[config.mk]
export PLATFORM = sky130hd
export DESIGN_NAME = flash_status_mux
export DESIGN_NICKNAME = d
export VERILOG_FILES = /design/src/rtl/flash_status_mux.sv
export SDC_FILE = /design/constraint.sdc
export NUM_CORES = 1
export LEC_CHECK = 0
export ABC_AREA = 1
export BUFFER_PORTS_ARGS = -buffer_cell sky130_fd_sc_hd__buf_4
export CAP_MARGIN = 20
export CORE_MARGIN = 3
export CORE_UTILIZATION = 25
export CTS_BUF_LIST = sky130_fd_sc_hd__clkbuf_16
export DETAILED_ROUTE_END_ITERATION = 10
export MAX_ROUTING_LAYER = met4
export PLACE_DENSITY = 0.74
export REMOVE_ABC_BUFFERS = 1
export SKIP_LAST_GASP = 1
export SLEW_MARGIN = 20
export SYNTH_ARGS = -nofsm -noshare
export SYNTH_HDL_FRONTEND = slang
export SYNTH_SLANG_ARGS = --single-unit
[constraint.sdc]
create_clock -name clk -period 1.88 [get_ports clk]
set_input_delay 0.188 -clock clk [delete_from_list [all_inputs] [get_ports clk]]
set_output_delay 0.188 -clock clk [all_outputs]
set_load 0.01 [all_outputs]
[src/rtl/flash_status_mux.sv]
module flash_status_mux #(
  parameter int AW      = 16,
  parameter int DW      = 16,
  parameter int SEC_LSB = 11,
  parameter int BLK_LSB = 15
) (
  input  logic          clk,
  input  logic          rst_n,
  input  logic          busy_i,
  input  logic          op_erase_i,
  input  logic          prog_msb_i,
  input  logic          susp_i,
  input  logic          susp_blk_i,
  input  logic [AW-1:0] susp_addr_i,
  input  logic          rd_stb_i,
  input  logic [AW-1:0] rd_addr_i,
  input  logic [DW-1:0] arr_data_i,
  output logic [DW-1:0] rd_data_o
);
  localparam int POLL_B = 7;
  localparam int TGL_B  = 6;
  localparam int REG_B  = 2;
  localparam logic [AW-1:0] SEC_MASK = {AW{1'b1}} << SEC_LSB;
  localparam logic [AW-1:0] BLK_MASK = {AW{1'b1}} << BLK_LSB;

  logic          tgl_busy_q, tgl_reg_q;
  logic [AW-1:0] reg_mask;
  logic          in_region;

  assign reg_mask  = susp_blk_i ? BLK_MASK : SEC_MASK;
  assign in_region = susp_i && (((rd_addr_i ^ susp_addr_i) & reg_mask) == '0);

  always_ff @(posedge clk or negedge rst_n) begin
    if (!rst_n) begin
      tgl_busy_q <= 1'b0;
      tgl_reg_q  <= 1'b0;
    end else if (rd_stb_i) begin
      if (busy_i)         tgl_busy_q <= ~tgl_busy_q;
      else if (in_region) tgl_reg_q  <= ~tgl_reg_q;
    end
  end

  always_comb begin
    rd_data_o = arr_data_i;
    if (busy_i) begin
      rd_data_o         = '0;
      rd_data_o[POLL_B] = ~op_erase_i & ~prog_msb_i;
      rd_data_o[TGL_B]  = tgl_busy_q;
    end else if (in_region) begin
      rd_data_o         = '0;
      rd_data_o[POLL_B] = 1'b1;
      rd_data_o[TGL_B]  = 1'b1;
      rd_data_o[REG_B]  = tgl_reg_q;
    end
  end
endmodule

==> results.txt <==
port bufs -> 49
clk_lat worst skew -> 210 ps
CP arrival -> 1180 ps
IO Count -> 72
Placed Instance Area -> 804.5 µm²
Worst Hold Slack -> 265.5 ps
register area share after synthesis -> 11.46%
Worst Tran Pin Value -> 294.6 ps
DRC errors left -> 0
setup TNS -> 0 ps
pwr dens -> 670.3 mW/mm²
synthesized flop and latch total -> 2
global-route wire length before repair -> 1876 µm
critical path class -> in -> out
most frequent cells in the layout -> buf_4, inv_1, nand2_1
area leader, netlist -> inv_1
average via count per standard cell -> 3.946
FP Rows -> 14
First-pass DRT Iterations -> 4
Synth Instances -> 81
vias in the first global route -> 490
Yosys top cell area share -> 23.21%
drt total wl -> 1346 µm
final instance area -> 889.6 µm²
Critical Path End Type -> primary output
fraction of layout cells with a size suffix above 1 -> 50.38%
final hold violations -> 0
1st-iter DRT viols -> 7
total clock buffers created by CTS -> 3
Worst Skew -> 0 ps
# setup viols final -> 0
Final Util -> 56.43%
Area contributors post-synth -> inv_1, nand2_1, nor2_2
Max IR drop VDD -> 845.5 µV
core area -> 0.001577 mm²
worst r2r src -> tgl_reg_q$_DFFE_PN0P_
WL per Instance -> 9.034 µm
starting density of the core -> 27.70%
Root Driver -> clkbuf_16
Worst Hold Launch -> rd_stb_i
CP startpoint -> susp_addr_i[13]
RSZ-0062 raised after global routing -> false
fmax -> 732.4 MHz
Tcrit/Tclk final -> 72.63%
clock-pin transition on the worst setup and hold timing paths -> 30 ps
global-route usage over all layers -> 11.79%
CP Data Required Time -> 1690 ps
largest net degree at the start of global routing -> 14
synth warn -> 0
CTS tree -> built
H-tree lvl count -> 1
Yosys cell types -> 15
CTS Sinks -> 2
synthesized area -> 436.7 µm²
outcome -> complete, no violations
Lkg Pwr -> 0.0005709 µW
Die Span Y -> 47.80 µm
Hold Crit Class -> in -> reg
Inserted Diodes -> 0
initial antenna violation count -> 0
synth-to-layout area growth -> 103.7%
RD Place Congestion -> 0.7064
Max clock buf depth -> 2
max-slew violations -> 0
gr ovfl total -> 0
antenna-violating nets left -> 0
crit-path max FO -> 13
HPWL Detailed -> 1181 µm
DR vias -> 588
Die X -> 47.80 µm
commonest non-fill, non-tap cell in the layout -> buf_4
Rel. slew slack -> 80.36%
CTS resizes -> 0
syn avg cell area -> 5.391 µm²
Tmin final -> 1365 ps
Worst setup SP type -> primary input
Nets -> 191
max-cap viol count -> 0
die area -> 0.002284 mm²
[through the flow]
stage	setup WS [ps]	total power, µW	std cells
after global routing	403.8	633.3	149
after CTS	507.0	602.5	149
after floorplan	815.4	169.2	80
after global placement	537.2	271.6	145
final	514.5	596.3	149
after detailed placement	505.8	277.5	145
[layout make-up]
type	count	area, µm²
Fill cell	151	686.9
Timing Repair Buffer	50	377.9
Multi-Input combinational cell	51	265.3
Inverter	27	101.3
Clock buffer	3	75.07
Sequential cell	2	50.05
Tap cell	16	20.02
[state kept, by name (all words and copies together), names as in the netlist]
name	count
tgl_reg_q	1
tgl_busy_q	1
[routing by layer]
metal	vias to the layer above	global-route usage [%]	part of all wire [%]
li1	333	-	-
met1	246	12.89	36
met2	9	20.58	60
met3	0	4.511	4.2
met4	0	1.613	0
met5	-	-	0
[critical path: stages]
cell and delay [ps]:
buf_4 110, inv_1 50, nand2_1 40, nand3_1 80
nand2_2 70, nor2_4 170, nand2_4 80, nand2_4 180
nor2_1 60, buf_4 140
[power by group]
group	total (µW)	leakage [µW]	internal [µW]	switching [µW]
Combinational	205	0.000510	112	93.0
Clock	316	0.0000370	270	45.9
Sequential	75.6	0.0000238	61.6	13.9
Total	596	0.000571	444	153
[synth_stat cells]
master	instances
buf_12	1
a21oi_1	2
nand2_4	2
nand4_1	1
xnor2_1	1
nor2_4	1
nor2_1	8
inv_1	27
nand2_1	17
o21ai_1	1
nand2_2	1
nor2_2	10
a21oi_2	1
nand3_1	6
dfrtp_1	2
[what timing repair did]
item	in CTS	in global routing
endpoints found under the hold margin	2	0
endpoints found under the setup margin	0	0
hold buffers	1	0
setup buffers	0	0
[final timing paths]
path	end	slack [ps]	cells past startpoint
hold / removal	tgl_busy_q$_DFFE_PN0P_	270	3
min in group asynchronous	tgl_reg_q$_DFFE_PN0P_	300	2
setup / recovery	rd_data_o[5]	510	10
setup reg to reg	tgl_reg_q$_DFFE_PN0P_	1190	3
max in group asynchronous	tgl_busy_q$_DFFE_PN0P_	1490	2
hold reg to reg	tgl_reg_q$_DFFE_PN0P_	500	2
[logic make-up (layout without fill, tap and decap cells)]
group	after synthesis	count (layout)	synth area share [%]
DFF	2	2	11.46
AOI/OAI and AO/OA	4	4	5.443
and+or+nand+nor	46	46	53.30
buffers and inverters	28	80	27.79
xor gates and xnor gates	1	1	2.006
Power figures use the tool's default switching activity.
